$ cat config.mk
export PLATFORM = sky130hd
export DESIGN_NAME = dram_ctl
export DESIGN_NICKNAME = d
export VERILOG_FILES = /design/src/rtl/dram_ctl_pkg.sv /design/src/rtl/dram_phase_timer.sv /design/src/rtl/dram_refresh_sched.sv /design/src/rtl/dram_seq.sv /design/src/rtl/dram_ctl.sv
export SDC_FILE = /design/constraint.sdc
export NUM_CORES = 1
export LEC_CHECK = 0
export ABC_AREA = 1
export ABC_CLOCK_PERIOD_IN_PS = 2150
export CAP_MARGIN = 20
export CORE_MARGIN = 3
export CORE_UTILIZATION = 55
export CTS_CLUSTER_DIAMETER = 40
export DETAILED_ROUTE_END_ITERATION = 12
export DONT_BUFFER_PORTS = 1
export GPL_ROUTABILITY_DRIVEN = 0
export PLACE_DENSITY = 0.7
export SYNTH_ARGS = -nofsm -noshare
export SYNTH_HDL_FRONTEND = slang
export SYNTH_SLANG_ARGS = --single-unit
$ cat constraint.sdc
create_clock -name clk -period 2.15 [get_ports clk]
set_clock_uncertainty 0.05 [all_clocks]
set_input_delay 0.1075 -clock clk [delete_from_list [all_inputs] [get_ports clk]]
set_output_delay 0.1075 -clock clk [all_outputs]
set_load 0.005 [all_outputs]
$ cat src/rtl/dram_ctl_pkg.sv
package dram_ctl_pkg;

    typedef enum logic [3:0] {
        ST_PWRUP,
        ST_INIT_RAS,
        ST_INIT_PRE,
        ST_IDLE,
        ST_ROW,
        ST_COL,
        ST_REF_CAS,
        ST_REF_RAS,
        ST_PRE
    } dram_st_e;

    typedef struct packed {
        logic ras_n;
        logic cas_n;
        logic we_n;
        logic oe_n;
        logic dq_oe;
    } strobe_t;

    function automatic int unsigned max2(int unsigned a, int unsigned b);
        return (a > b) ? a : b;
    endfunction

    // a - b, but never below 1
    function automatic int unsigned diff_min1(int unsigned a, int unsigned b);
        return (a > b) ? (a - b) : 1;
    endfunction

endpackage

$ cat src/rtl/dram_phase_timer.sv
module dram_phase_timer #(
    parameter int unsigned CNT_W   = 14,
    parameter int unsigned RST_VAL = 0
) (
    input  logic             clk,
    input  logic             rst_n,
    input  logic             load,
    input  logic [CNT_W-1:0] load_val,
    output logic             done
);

    logic [CNT_W-1:0] cnt_q;

    always_ff @(posedge clk) begin
        if (!rst_n) begin
            cnt_q <= CNT_W'(RST_VAL);
        end else if (load) begin
            cnt_q <= load_val;
        end else if (cnt_q != '0) begin
            cnt_q <= cnt_q - 1'b1;
        end
    end

    assign done = (cnt_q == '0);


    countdown_chk: assert property (@(posedge clk) disable iff (!rst_n)
        (!load && !done) |=> (cnt_q == $past(cnt_q) - 1'b1));

endmodule

$ cat src/rtl/dram_refresh_sched.sv
module dram_refresh_sched #(
    parameter int unsigned INTERVAL = 780
) (
    input  logic clk,
    input  logic rst_n,
    input  logic run,
    input  logic ack,
    output logic pend
);

    localparam int unsigned IW = (INTERVAL > 1) ? $clog2(INTERVAL) : 1;

    logic [IW-1:0] tick_cnt_q;
    logic          tick;
    logic          pend_q;

    assign tick = run && (tick_cnt_q == IW'(INTERVAL - 1));

    always_ff @(posedge clk) begin
        if (!rst_n) begin
            tick_cnt_q <= '0;
        end else if (!run || tick) begin
            tick_cnt_q <= '0;
        end else begin
            tick_cnt_q <= tick_cnt_q + 1'b1;
        end
    end

    always_ff @(posedge clk) begin
        if (!rst_n) begin
            pend_q <= 1'b0;
        end else begin
            pend_q <= (pend_q && !ack) || tick;
        end
    end

    assign pend = pend_q;


    pend_hold_chk: assert property (@(posedge clk) disable iff (!rst_n)
        (pend && !ack) |=> pend);


    ack_pend_chk: assert property (@(posedge clk) disable iff (!rst_n)
        ack |-> pend);

endmodule

$ cat src/rtl/dram_seq.sv
module dram_seq
    import dram_ctl_pkg::*;
#(
    parameter int unsigned ROW_W     = 10,
    parameter int unsigned COL_W     = 10,
    parameter int unsigned DQ_W      = 16,
    parameter int unsigned PWRUP_CYC = 10000,
    parameter int unsigned INIT_CNT  = 8,
    parameter int unsigned T_RAS     = 4,
    parameter int unsigned T_RP      = 3,
    parameter int unsigned T_CP      = 1,
    parameter int unsigned T_RCD     = 2,
    parameter int unsigned T_CAS     = 1,
    parameter int unsigned T_RAC     = 4,
    parameter int unsigned T_CAC     = 1,
    parameter int unsigned T_AA      = 2,
    parameter int unsigned T_OE      = 1,
    parameter int unsigned T_CSR     = 1
) (
    input  logic                   clk,
    input  logic                   rst_n,
    input  logic                   req_valid,
    output logic                   req_ready,
    input  logic                   req_we,
    input  logic [ROW_W+COL_W-1:0] req_addr,
    input  logic [DQ_W-1:0]        req_wdata,
    output logic                   rsp_valid,
    output logic [DQ_W-1:0]        rsp_rdata,
    input  logic                   ref_pend,
    output logic                   ref_ack,
    output logic                   ref_run,
    output logic                   dram_ras_n,
    output logic                   dram_cas_n,
    output logic                   dram_we_n,
    output logic                   dram_oe_n,
    output logic [ROW_W-1:0]       dram_addr,
    output logic [DQ_W-1:0]        dram_dq_out,
    output logic                   dram_dq_oe,
    input  logic [DQ_W-1:0]        dram_dq_in
);

    localparam int unsigned ADDR_W  = ROW_W + COL_W;
    localparam int unsigned PRE_LEN = max2(T_RP, T_CP);
    localparam int unsigned RD_LAT  = max2(T_RAC, T_RCD + max2(T_CAC, max2(T_AA, T_OE)));
    localparam int unsigned COL_LEN = max2(T_CAS, max2(diff_min1(T_RAS, T_RCD),
                                                        diff_min1(RD_LAT, T_RCD)));
    localparam int unsigned MAXLEN  = max2(PWRUP_CYC, max2(max2(T_RAS, PRE_LEN),
                                          max2(max2(T_RCD, COL_LEN), T_CSR)));
    localparam int unsigned CNT_W   = $clog2(MAXLEN + 1);
    localparam int unsigned INIT_W  = $clog2(INIT_CNT + 1);

    dram_st_e            state_q, state_d;
    logic                ph_done;
    logic                ph_load;
    logic [CNT_W-1:0]    ph_len_m1;
    logic [INIT_W-1:0]   init_cnt_q;
    logic                accept;
    logic [ADDR_W-1:0]   addr_q, addr_nxt;
    logic                we_q, we_nxt;
    logic [DQ_W-1:0]     wdata_q, wdata_nxt;
    strobe_t             strb_d, strb_q;
    logic [ROW_W-1:0]    addr_out_d;

    assign req_ready = (state_q == ST_IDLE) && !ref_pend;
    assign accept    = req_ready && req_valid;
    assign ref_ack   = (state_q == ST_IDLE) && ref_pend;
    assign ref_run   = !(state_q inside {ST_PWRUP, ST_INIT_RAS, ST_INIT_PRE});

    assign addr_nxt  = accept ? req_addr  : addr_q;
    assign we_nxt    = accept ? req_we    : we_q;
    assign wdata_nxt = accept ? req_wdata : wdata_q;

    // ---------------- next-state logic ----------------
    always_comb begin
        state_d = state_q;
        unique case (state_q)
            ST_PWRUP:    if (ph_done) state_d = ST_INIT_RAS;
            ST_INIT_RAS: if (ph_done) state_d = ST_INIT_PRE;
            ST_INIT_PRE: if (ph_done) state_d = (init_cnt_q == INIT_W'(INIT_CNT - 1))
                                                ? ST_IDLE : ST_INIT_RAS;
            ST_IDLE: begin
                if (ref_pend)       state_d = ST_REF_CAS;
                else if (req_valid) state_d = ST_ROW;
            end
            ST_ROW:      if (ph_done) state_d = ST_COL;
            ST_COL:      if (ph_done) state_d = ST_PRE;
            ST_REF_CAS:  if (ph_done) state_d = ST_REF_RAS;
            ST_REF_RAS:  if (ph_done) state_d = ST_PRE;
            ST_PRE:      if (ph_done) state_d = ST_IDLE;
            default:     state_d = ST_PWRUP;
        endcase
    end

    // phase length for the state being entered
    always_comb begin
        unique case (state_d)
            ST_PWRUP:               ph_len_m1 = CNT_W'(PWRUP_CYC - 1);
            ST_INIT_RAS, ST_REF_RAS: ph_len_m1 = CNT_W'(T_RAS - 1);
            ST_INIT_PRE, ST_PRE:    ph_len_m1 = CNT_W'(PRE_LEN - 1);
            ST_ROW:                 ph_len_m1 = CNT_W'(T_RCD - 1);
            ST_COL:                 ph_len_m1 = CNT_W'(COL_LEN - 1);
            ST_REF_CAS:             ph_len_m1 = CNT_W'(T_CSR - 1);
            default:                ph_len_m1 = '0;
        endcase
    end

    assign ph_load = (state_d != state_q);

    dram_phase_timer #(
        .CNT_W   (CNT_W),
        .RST_VAL (PWRUP_CYC - 1)
    ) u_timer (
        .clk      (clk),
        .rst_n    (rst_n),
        .load     (ph_load),
        .load_val (ph_len_m1),
        .done     (ph_done)
    );

    // ---------------- state register ----------------
    always_ff @(posedge clk) begin
        if (!rst_n) begin
            state_q    <= ST_PWRUP;
            init_cnt_q <= '0;
            addr_q     <= '0;
            we_q       <= 1'b0;
            wdata_q    <= '0;
        end else begin
            state_q <= state_d;
            if (state_q == ST_INIT_PRE && ph_done) init_cnt_q <= init_cnt_q + 1'b1;
            addr_q  <= addr_nxt;
            we_q    <= we_nxt;
            wdata_q <= wdata_nxt;
        end
    end

    // ---------------- output decode (from next state) ----------------
    always_comb begin
        strb_d     = '{ras_n: 1'b1, cas_n: 1'b1, we_n: 1'b1, oe_n: 1'b1, dq_oe: 1'b0};
        addr_out_d = '0;
        unique case (state_d)
            ST_INIT_RAS: strb_d.ras_n = 1'b0;
            ST_ROW: begin
                strb_d.ras_n = 1'b0;
                addr_out_d   = addr_nxt[ADDR_W-1:COL_W];
                if (we_nxt) begin
                    strb_d.we_n  = 1'b0;
                    strb_d.dq_oe = 1'b1;
                end
            end
            ST_COL: begin
                strb_d.ras_n = 1'b0;
                strb_d.cas_n = 1'b0;
                addr_out_d   = ROW_W'(addr_nxt[COL_W-1:0]);
                if (we_nxt) begin
                    strb_d.we_n  = 1'b0;
                    strb_d.dq_oe = 1'b1;
                end else begin
                    strb_d.oe_n  = 1'b0;
                end
            end
            ST_REF_CAS: strb_d.cas_n = 1'b0;
            ST_REF_RAS: begin
                strb_d.ras_n = 1'b0;
                strb_d.cas_n = 1'b0;
            end
            default: ;
        endcase
    end

    // ---------------- output register ----------------
    always_ff @(posedge clk) begin
        if (!rst_n) begin
            strb_q      <= '{ras_n: 1'b1, cas_n: 1'b1, we_n: 1'b1, oe_n: 1'b1, dq_oe: 1'b0};
            dram_addr   <= '0;
            dram_dq_out <= '0;
            rsp_valid   <= 1'b0;
            rsp_rdata   <= '0;
        end else begin
            strb_q      <= strb_d;
            dram_addr   <= addr_out_d;
            dram_dq_out <= wdata_nxt;
            rsp_valid   <= (state_q == ST_COL) && ph_done && !we_q;
            if ((state_q == ST_COL) && ph_done && !we_q) rsp_rdata <= dram_dq_in;
        end
    end

    assign dram_ras_n = strb_q.ras_n;
    assign dram_cas_n = strb_q.cas_n;
    assign dram_we_n  = strb_q.we_n;
    assign dram_oe_n  = strb_q.oe_n;
    assign dram_dq_oe = strb_q.dq_oe;


    pwrup_quiet_chk: assert property (@(posedge clk) disable iff (!rst_n)
        (state_q == ST_PWRUP) |-> (dram_ras_n && dram_cas_n && !req_ready));


    accept_drop_chk: assert property (@(posedge clk) disable iff (!rst_n)
        (req_valid && req_ready) |=> !req_ready);


    rsp_pulse_chk: assert property (@(posedge clk) disable iff (!rst_n)
        rsp_valid |=> !rsp_valid);

endmodule

$ cat src/rtl/dram_ctl.sv
module dram_ctl
    import dram_ctl_pkg::*;
#(
    parameter int unsigned ROW_W     = 10,
    parameter int unsigned COL_W     = 10,
    parameter int unsigned DQ_W      = 16,
    parameter int unsigned PWRUP_CYC = 10000,
    parameter int unsigned INIT_CNT  = 8,
    parameter int unsigned REF_INT   = 780,
    parameter int unsigned T_RAS     = 4,
    parameter int unsigned T_RP      = 3,
    parameter int unsigned T_CP      = 1,
    parameter int unsigned T_RCD     = 2,
    parameter int unsigned T_CAS     = 1,
    parameter int unsigned T_RAC     = 4,
    parameter int unsigned T_CAC     = 1,
    parameter int unsigned T_AA      = 2,
    parameter int unsigned T_OE      = 1,
    parameter int unsigned T_CSR     = 1
) (
    input  logic                   clk,
    input  logic                   rst_n,
    input  logic                   req_valid,
    output logic                   req_ready,
    input  logic                   req_we,
    input  logic [ROW_W+COL_W-1:0] req_addr,
    input  logic [DQ_W-1:0]        req_wdata,
    output logic                   rsp_valid,
    output logic [DQ_W-1:0]        rsp_rdata,
    output logic                   dram_ras_n,
    output logic                   dram_cas_n,
    output logic                   dram_we_n,
    output logic                   dram_oe_n,
    output logic [ROW_W-1:0]       dram_addr,
    output logic [DQ_W-1:0]        dram_dq_out,
    output logic                   dram_dq_oe,
    input  logic [DQ_W-1:0]        dram_dq_in
);

    localparam int unsigned PRE_LEN = max2(T_RP, T_CP);

    logic ref_pend, ref_ack, ref_run;

    dram_refresh_sched #(
        .INTERVAL (REF_INT)
    ) u_refresh (
        .clk   (clk),
        .rst_n (rst_n),
        .run   (ref_run),
        .ack   (ref_ack),
        .pend  (ref_pend)
    );

    dram_seq #(
        .ROW_W(ROW_W), .COL_W(COL_W), .DQ_W(DQ_W),
        .PWRUP_CYC(PWRUP_CYC), .INIT_CNT(INIT_CNT),
        .T_RAS(T_RAS), .T_RP(T_RP), .T_CP(T_CP), .T_RCD(T_RCD), .T_CAS(T_CAS),
        .T_RAC(T_RAC), .T_CAC(T_CAC), .T_AA(T_AA), .T_OE(T_OE), .T_CSR(T_CSR)
    ) u_seq (
        .clk(clk), .rst_n(rst_n),
        .req_valid(req_valid), .req_ready(req_ready), .req_we(req_we),
        .req_addr(req_addr), .req_wdata(req_wdata),
        .rsp_valid(rsp_valid), .rsp_rdata(rsp_rdata),
        .ref_pend(ref_pend), .ref_ack(ref_ack), .ref_run(ref_run),
        .dram_ras_n(dram_ras_n), .dram_cas_n(dram_cas_n), .dram_we_n(dram_we_n),
        .dram_oe_n(dram_oe_n), .dram_addr(dram_addr), .dram_dq_out(dram_dq_out),
        .dram_dq_oe(dram_dq_oe), .dram_dq_in(dram_dq_in)
    );

    // strobe-width observers for the checks below
    logic [7:0] ras_lo_cnt, ras_hi_cnt;

    always_ff @(posedge clk) begin
        if (!rst_n) begin
            ras_lo_cnt <= '0;
            ras_hi_cnt <= '0;
        end else if (dram_ras_n) begin
            ras_lo_cnt <= '0;
            if (ras_hi_cnt != 8'hFF) ras_hi_cnt <= ras_hi_cnt + 1'b1;
        end else begin
            ras_hi_cnt <= '0;
            if (ras_lo_cnt != 8'hFF) ras_lo_cnt <= ras_lo_cnt + 1'b1;
        end
    end


    ras_low_min_chk: assert property (@(posedge clk) disable iff (!rst_n)
        $rose(dram_ras_n) |-> (ras_lo_cnt >= 8'(T_RAS)));


    ras_pre_min_chk: assert property (@(posedge clk) disable iff (!rst_n)
        $fell(dram_ras_n) |-> (ras_hi_cnt >= 8'(PRE_LEN)));


    cbr_strobe_chk: assert property (@(posedge clk) disable iff (!rst_n)
        ($fell(dram_ras_n) && !dram_cas_n) |-> (dram_we_n && dram_oe_n && !dram_dq_oe));


    write_setup_chk: assert property (@(posedge clk) disable iff (!rst_n)
        ($fell(dram_cas_n) && !dram_we_n) |-> (!$past(dram_we_n) && dram_dq_oe));


    ref_first_chk: assert property (@(posedge clk) disable iff (!rst_n)
        ref_pend |-> !req_ready);

endmodule

Word level (Yosys, flattened, before mapping)
Memories as Yosys holds them, arrays and structs flattened.
Cells that the tools add are included.
{"block": "totals", "reg_bits": 102, "mem_bits_ro": 128, "output_inout_bits": 49, "in_bits": 56, "wordCells": 83, "n_memories": 1}
{"memory": "(no name shown)", "depth": 16, "width": 8, "read_ports": 1, "rd_ports_with_merged_regs": 0, "write_ports": 0, "line_no": "dram_seq.sv:96", "text": "unique case (state_d)"}
{"block": "classes", "add_sub_neg": 3, "n_bitwise": 1, "reduce_logical": 26, "n_mux": 20, "eq_ne": 16}
{"cell": "$eq A4 B3 Y1 const B", "n": 9}
{"cell": "$mux W4", "n": 9}
{"cell": "$pmux W4 S8", "n": 1}
{"cell": "$mux W14", "n": 2}
{"cell": "$mux W20", "n": 1}
{"cell": "$pmux W10 S2", "n": 1}
{"cell": "$logic_not A14 Y1", "n": 1}
{"cell": "$reduce_bool A14 Y1", "n": 1}
{"cell": "$sub A14 B1 Y14 const B", "n": 1}
{"cell": "$add A10 B1 Y10 const B", "n": 1}
{"cell": "$eq A10 B10 Y1 const B", "n": 1}
{"cell": "$eq A4 B1 Y1 const B", "n": 2}
{"cell": "$eq A4 B2 Y1 const B", "n": 2}
{"cell": "$logic_and A1 B1 Y1", "n": 8}
{"cell": "$reduce_or A2 Y1", "n": 3}
{"cell": "$mux W1", "n": 5}
{"cell": "$add A4 B1 Y4 const B", "n": 1}
{"cell": "$eq A4 B4 Y1 const B", "n": 1}
{"cell": "$logic_not A1 Y1", "n": 4}
{"cell": "$logic_not A4 Y1", "n": 1}
{"cell": "$ne A4 B4 Y1", "n": 1}
{"cell": "$reduce_and A2 Y1", "n": 2}
{"cell": "$reduce_or A4 Y1", "n": 1}
{"cell": "$reduce_bool A3 Y1", "n": 1}
{"cell": "5 further kinds", "n": 6}

Longest topological paths before layout
{"block": "depth", "word_depth": 7, "depth_mapped": 17, "mapped_depth_nobuf": 16}

Hierarchy
A second synthesis with hierarchy kept.
{"block": "hier_totals", "cells_unflattened": 644, "area_unflattened_um2": 4604.4}
{"mod": "dram_seq", "area_each_um2": 3148.0, "cells_per_inst": 425, "n_inst": 1, "seq_area_each_um2": 1541.5}
{"mod": "dram_phase_timer", "area_each_um2": 930.9, "cells_per_inst": 148, "n_inst": 1, "seq_area_each_um2": 280.3}
{"mod": "dram_refresh_sched", "area_each_um2": 525.5, "cells_per_inst": 71, "n_inst": 1, "seq_area_each_um2": 220.2}

Least setup slack after synthesis
Ideal clock, no wire load.
{"block": "synth_path", "path_kind": "reg-to-reg", "start": "register u_seq.u_timer.cnt_q[0]", "end": "register u_seq.u_timer.cnt_q[10]", "required_ns": 1.975, "path_stages_with_launch": 18, "arrival_time_ns": 1.792, "setup_ns": 0.125, "setup_slack_ns": 0.183, "period_less_slack_ns": 1.967, "n_path_buf": 1, "path_cell_list": "dfxtp_1 > inv_1 > ha_1 > nand2_2 > nor2_8 > nand2_4 > inv_4 > nand2_4 > nand2_1 > a21oi_2 > nand2_4 > nand2_1 > nand2_2 > buf_6 > nand3_1 > nand2_1 > nand2_1 > nand2_1"}
{"block": "synth_between", "elab_chain_cells": 5, "elab_cells_between_ends": 16, "classes_between": "add/sub (1); eq/ne (1); mux (10); reduce/logical (3); memory (1)"}
{"element": "from (decl)", "line_no": "dram_phase_timer.sv:12", "text": "logic [CNT_W-1:0] cnt_q;"}
{"element": "from (signal assigned)", "line_no": "dram_phase_timer.sv:16", "text": "cnt_q <= CNT_W'(RST_VAL);"}
{"element": "from (signal assigned)", "line_no": "dram_phase_timer.sv:18", "text": "cnt_q <= load_val;"}
{"element": "from (signal assigned)", "line_no": "dram_phase_timer.sv:20", "text": "cnt_q <= cnt_q - 1'b1;"}
{"element": "$logic_not A14 Y1", "line_no": "dram_phase_timer.sv:24", "text": "assign done = (cnt_q == '0);"}
{"element": "$mux W4 (tied with other cells)", "line_no": "dram_seq.sv:89", "text": "ST_PRE: if (ph_done) state_d = ST_IDLE;"}
{"element": "$pmux W4 S8", "line_no": "dram_seq.sv:76", "text": "unique case (state_q)"}
{"element": "$mem_v2 Z16 W8 or $ne A4 B4 Y1 (tied branches)"}
{"element": "$mux W14 or $reduce_bool A2 Y1 (tied branches)"}
Several ways; a longest one is shown, not always the timed one. The select of a mux whose other input is x is not followed.
A chain may end at the register's enable or synchronous reset.

Worst setup path in the final report
{"block": "layout_path", "start": "register u_seq.state_q[1]", "end": "register u_seq.dram_addr[0]"}
{"block": "layout_between", "elab_chain_cells": 5, "elab_cells_between_ends": 26, "classes_between": "eq/ne (10); mux (12); reduce/logical (4)"}
{"element": "from (decl)", "line_no": "dram_seq.sv:52", "text": "dram_st_e state_q, state_d;"}
{"element": "from (signal assigned)", "line_no": "dram_seq.sv:129", "text": "state_q <= state_d;"}
{"element": "$eq A4 B3 Y1 (tied with other cells)", "line_no": "dram_seq.sv:76"}
{"element": "$reduce_or A2 Y1 (no source line) (tied with other cells)"}
{"element": "$pmux W4 S8 or $logic_and A1 B1 Y1 (tied branches)", "line_no": "dram_seq.sv:76, dram_seq.sv:65"}
{"element": "$eq A4 B3 Y1 or $mux W20 (tied branches)", "line_no": "dram_seq.sv:141, dram_seq.sv:69"}
{"element": "$pmux W10 S2 *", "line_no": "dram_seq.sv:141", "text": "unique case (state_d)"}
{"element": "to (signal assigned)", "line_no": "dram_seq.sv:181", "text": "dram_addr <= addr_out_d;"}
{"element": "to (decl)", "line_no": "dram_seq.sv:36", "text": "output logic [ROW_W-1:0] dram_addr,"}
Mark *: on every way between the ends. The rest lies on a longest branch, timed or not.

==> results summary <==
The flow ran to the end, but the final reports show violations. The checks that failed: hold timing. For this run, the leading register cell type out of synthesis is sky130_fd_sc_hd__dfxtp_1. In this run the tool buffered the top-level ports with 0 buffer cells. The area growth from synthesis to layout is 21.3%. The slew of the pin with the lowest slew margin is 0.457 ns. The power density over the cells is roughly 700 nW/um2.

Counting distinct cell types in the post-synthesis netlist gives 38. The buffer cell driving the clock tree root is sky130_fd_sc_hd__clkbuf_8. The cell count after synthesis came out at ~540. The highest ir drop seen on vdd is 0.000488 V. Traced cell by cell, the critical path runs through nand2_1 -> nor3_2 -> nand2_1 -> buf_4 -> nand2_1 -> a21oi_1 -> a22o_1. The max-capacitance violation count is 0. The HPWL after detailed placement is 6490 um. The TritonCTS sink count came out at 102. The number of antenna cells inserted came out at 0. The data arrival time of the worst path is 2.22 ns. The area taken by flip-flops and latches is 2050 um2.

The worst setup path is captured at a flip-flop. The worst min-delay path class is primary input to flip-flop. The total power draw is between 3000 and 4000 uW.

The maximum buffer depth of the clock tree came out at 2. The setup path with the least slack is of type flip-flop to flip-flop. The fraction of synthesized cell area taken by the top area cell type is 0.482.

The most common cell in the synthesized netlist is sky130_fd_sc_hd__nand2_1. TritonCTS built the clock tree. Entering global routing, the biggest net connects 34 pins. The core box area is 7370 um2. The insertion delay to the later sink of the worst-skew pair came out at 0.37 ns. Counting the fill cells in the layout gives ~590.

The area occupied by multi-input gates is approximately 2000 um2. The effective utilization at floorplan is 0.574. At the end of the flow the core is filled with cells to 0.697.

The number of H-tree levels is 3. In this design, the stage delay of the slowest critical-path cell is 0.47 ns. Of the available clock period, the critical path in the final layout requires 0.937. The register-to-register path setup slack came out at around 0.13 ns. The synthesized netlist occupies a cell area of about 4200 um2. The number of primary I/O pins is around 110. Including well taps, the total number of placed cells is 637. In the global route stage, met3 resource usage came out at 0.0665. In the post-synthesis netlist, the biggest area contributors are sky130_fd_sc_hd__dfxtp_1 (48%), sky130_fd_sc_hd__nand2_1 (9.8%), sky130_fd_sc_hd__nor2_1 (7.9%). The required time reported for the critical path endpoint is 2.36 ns. The slowest stage of the critical path belongs to the cell sky130_fd_sc_hd__dfxtp_1. met2 is the most crowded layer. By count the netlist is led by sky130_fd_sc_hd__nand2_1 (110), sky130_fd_sc_hd__dfxtp_1 (102), sky130_fd_sc_hd__nor2_1 (89), sky130_fd_sc_hd__inv_1 (44), sky130_fd_sc_hd__a21oi_1 (30). The share of layout cells above drive strength 1 came out at 0.144. Of the synthesized area, sequential elements account for 0.482.

The average instance in the mapped netlist occupies 7.78 um2. Global routing finished with a remaining overflow of 0. For this design the static power due to leakage is approximately 0.0020 uW. The post-synthesis cell type with the largest combined area is sky130_fd_sc_hd__dfxtp_1.

In the global route stage, met1 resource usage came out at 0.264. The number of nets handed over by synthesis was 603. In this run, post-CTS hold repair placed 38 buffers. The global-route wire length before repair came out at ~15000 um. The via-per-instance ratio came out at 5.24.

The total detailed-routing wirelength is 9820 um. Broken down by cell family, the worst path's largest delay share belongs to simple AND/OR/NAND/NOR gates. The final instance count without filler cells came out at 696.

The total CTS buffers is 9. The count of nets left with antenna violations once routing finished came out at 0. The final worst hold slack is -0.234 ns.

The proportion of register bits with asynchronous set or reset after synthesis came out at 0. The met2 track demand over resource is 0.364. In this run the worst path has a maximum fanout of 29. Measured along the y axis, the die boundary spans 93.7 um.

The routed layout has 3650 vias. In the final routed layout, each cell accounts on average for around 14 um. The number of buffers and inverters on the critical path came out at 1. The number of iterations in the first detailed-routing pass came out at 4. The number of global-route vias before repair is approximately 3.4k.

The die span in x is 93.7 um. The count of endpoints failing setup in the final report is 0. The worst relative slew slack came out at 0.692. The dominant cell type by count on the critical path is sky130_fd_sc_hd__nand2_1. Subtracting the final worst setup slack from the clock period gives between 2 and 2.5 ns. The floorplan has 31 rows. The worst setup path is launched from a flip-flop. The number of synthesized register bits is 102. The number of synthesized flops with an enable pin came out at 0. The Yosys warning count is 0. The clock edge transition at the registers on the reported setup and hold paths came out at 0.10 ns. The number of remaining DRC errors is 0. The iteration-0 DRC count of the detailed router came out at 160. The count of final max-slew check failures is 0. The overall fraction of global-route tracks in use came out at 0.216. Static timing analysis puts the maximum clock frequency at between 0.4 and 0.5 GHz. The net count reported at finish is 651. The area of the die is 8780 um2.

The number of antenna violations at the first check in global routing is 0. The final number of hold-violating endpoints came out at 32.
-- placed cells by master, fill, tap and decap left out, types with 6 or more instances in the layout --
cell type | Yosys | final
sky130_fd_sc_hd__clkbuf_8 | 0 | 9
sky130_fd_sc_hd__nand2_2 | 4 | 8
sky130_fd_sc_hd__buf_4 | 2 | 15
sky130_fd_sc_hd__xor2_1 | 8 | 8
sky130_fd_sc_hd__a22o_1 | 10 | 10
sky130_fd_sc_hd__nand3_1 | 24 | 20
sky130_fd_sc_hd__inv_1 | 44 | 43
sky130_fd_sc_hd__a211oi_1 | 16 | 16
sky130_fd_sc_hd__nand2_1 | 110 | 104
sky130_fd_sc_hd__nor3_1 | 11 | 11
sky130_fd_sc_hd__a21oi_1 | 30 | 30
sky130_fd_sc_hd__dfxtp_1 | 102 | 98
sky130_fd_sc_hd__o21ai_0 | 18 | 18
sky130_fd_sc_hd__xnor2_1 | 6 | 6
sky130_fd_sc_hd__nor2_1 | 89 | 87
sky130_fd_sc_hd__dlygate4sd3_1 | 0 | 38
sky130_fd_sc_hd__inv_2 | 6 | 6
sky130_fd_sc_hd__nor2_4 | 4 | 8
-- kinds of logic (layout without fill, tap and decap cells) --
| kind of cell | after synthesis | in the layout | synth area share |
|---|---|---|---|
| DFF | 102 | 102 | 0.482 |
| AOI/OAI and AO/OA | 83 | 83 | 0.119 |
| buffers and inverters | 72 | 124 | 0.0712 |
| adders and majority gates | 3 | 3 | 0.00887 |
| and+or+nand+nor | 270 | 271 | 0.289 |
| xor gates and xnor gates | 14 | 14 | 0.0290 |
-- flip-flops by register name (all words and copies together) (netlist names), 4 cells and up --
name and flops:
u_refresh.tick_cnt_q 10, u_seq.addr_q 20, u_seq.dram_addr 10, u_seq.dram_dq_out 16, u_seq.init_cnt_q 4, u_seq.rsp_rdata 16
u_seq.state_q 4, u_seq.u_timer.cnt_q 14
-- report_power, final --
| part | switching, uW | internal [uW] |
|---|---|---|
| clock | 718 | 578 |
| combinational | 166 | 173 |
| sequential | 41.6 | 1930 |
-- layer usage --
layer,vias up,part of all wire
met5,-,0
met4,0,0.012
met3,11,0.075
met2,124,0.50
met1,1663,0.42
li1,1852,-
-- final timing paths --
kind	start	cells past startpoint	to
max reg2reg	u_seq.state_q[1]	7	u_seq.dram_addr[0]
min reg2reg	u_refresh.tick_cnt_q[0]	1	u_refresh.tick_cnt_q[0]
min	rst_n	1	u_seq.u_timer.cnt_q[9]
max	u_seq.state_q[1]	7	u_seq.dram_addr[0]
-- timing repair --
action | in CTS | in global routing
endpoints found under the setup margin | 0 | 42
hold endpoints to repair | 71 | 32
setup buffers | 0 | 4
resized for setup | 0 | 33
-- final cells by class --
type	count	share of cell area
Clock buffer	9	0.0241
Clock inverter	7	0.0197
Inverter	51	0.0383
Multi-Input combinational cell	371	0.388
Sequential cell	102	0.399
Tap cell	99	0.0241
Timing Repair Buffer	57	0.106
-- stage by stage --
stage	TNS [ns]	worst slack [ns]	area, um2
final	0	0.134	5130
after global routing	-0.284	-0.0486	5130
after CTS	0	0.0119	4980
after detailed placement	0	0.0226	4370
after global placement	0	0.104	4370
after floorplan	0	0.183	4230
No activity file was read; power rests on OpenSTA's default activity.
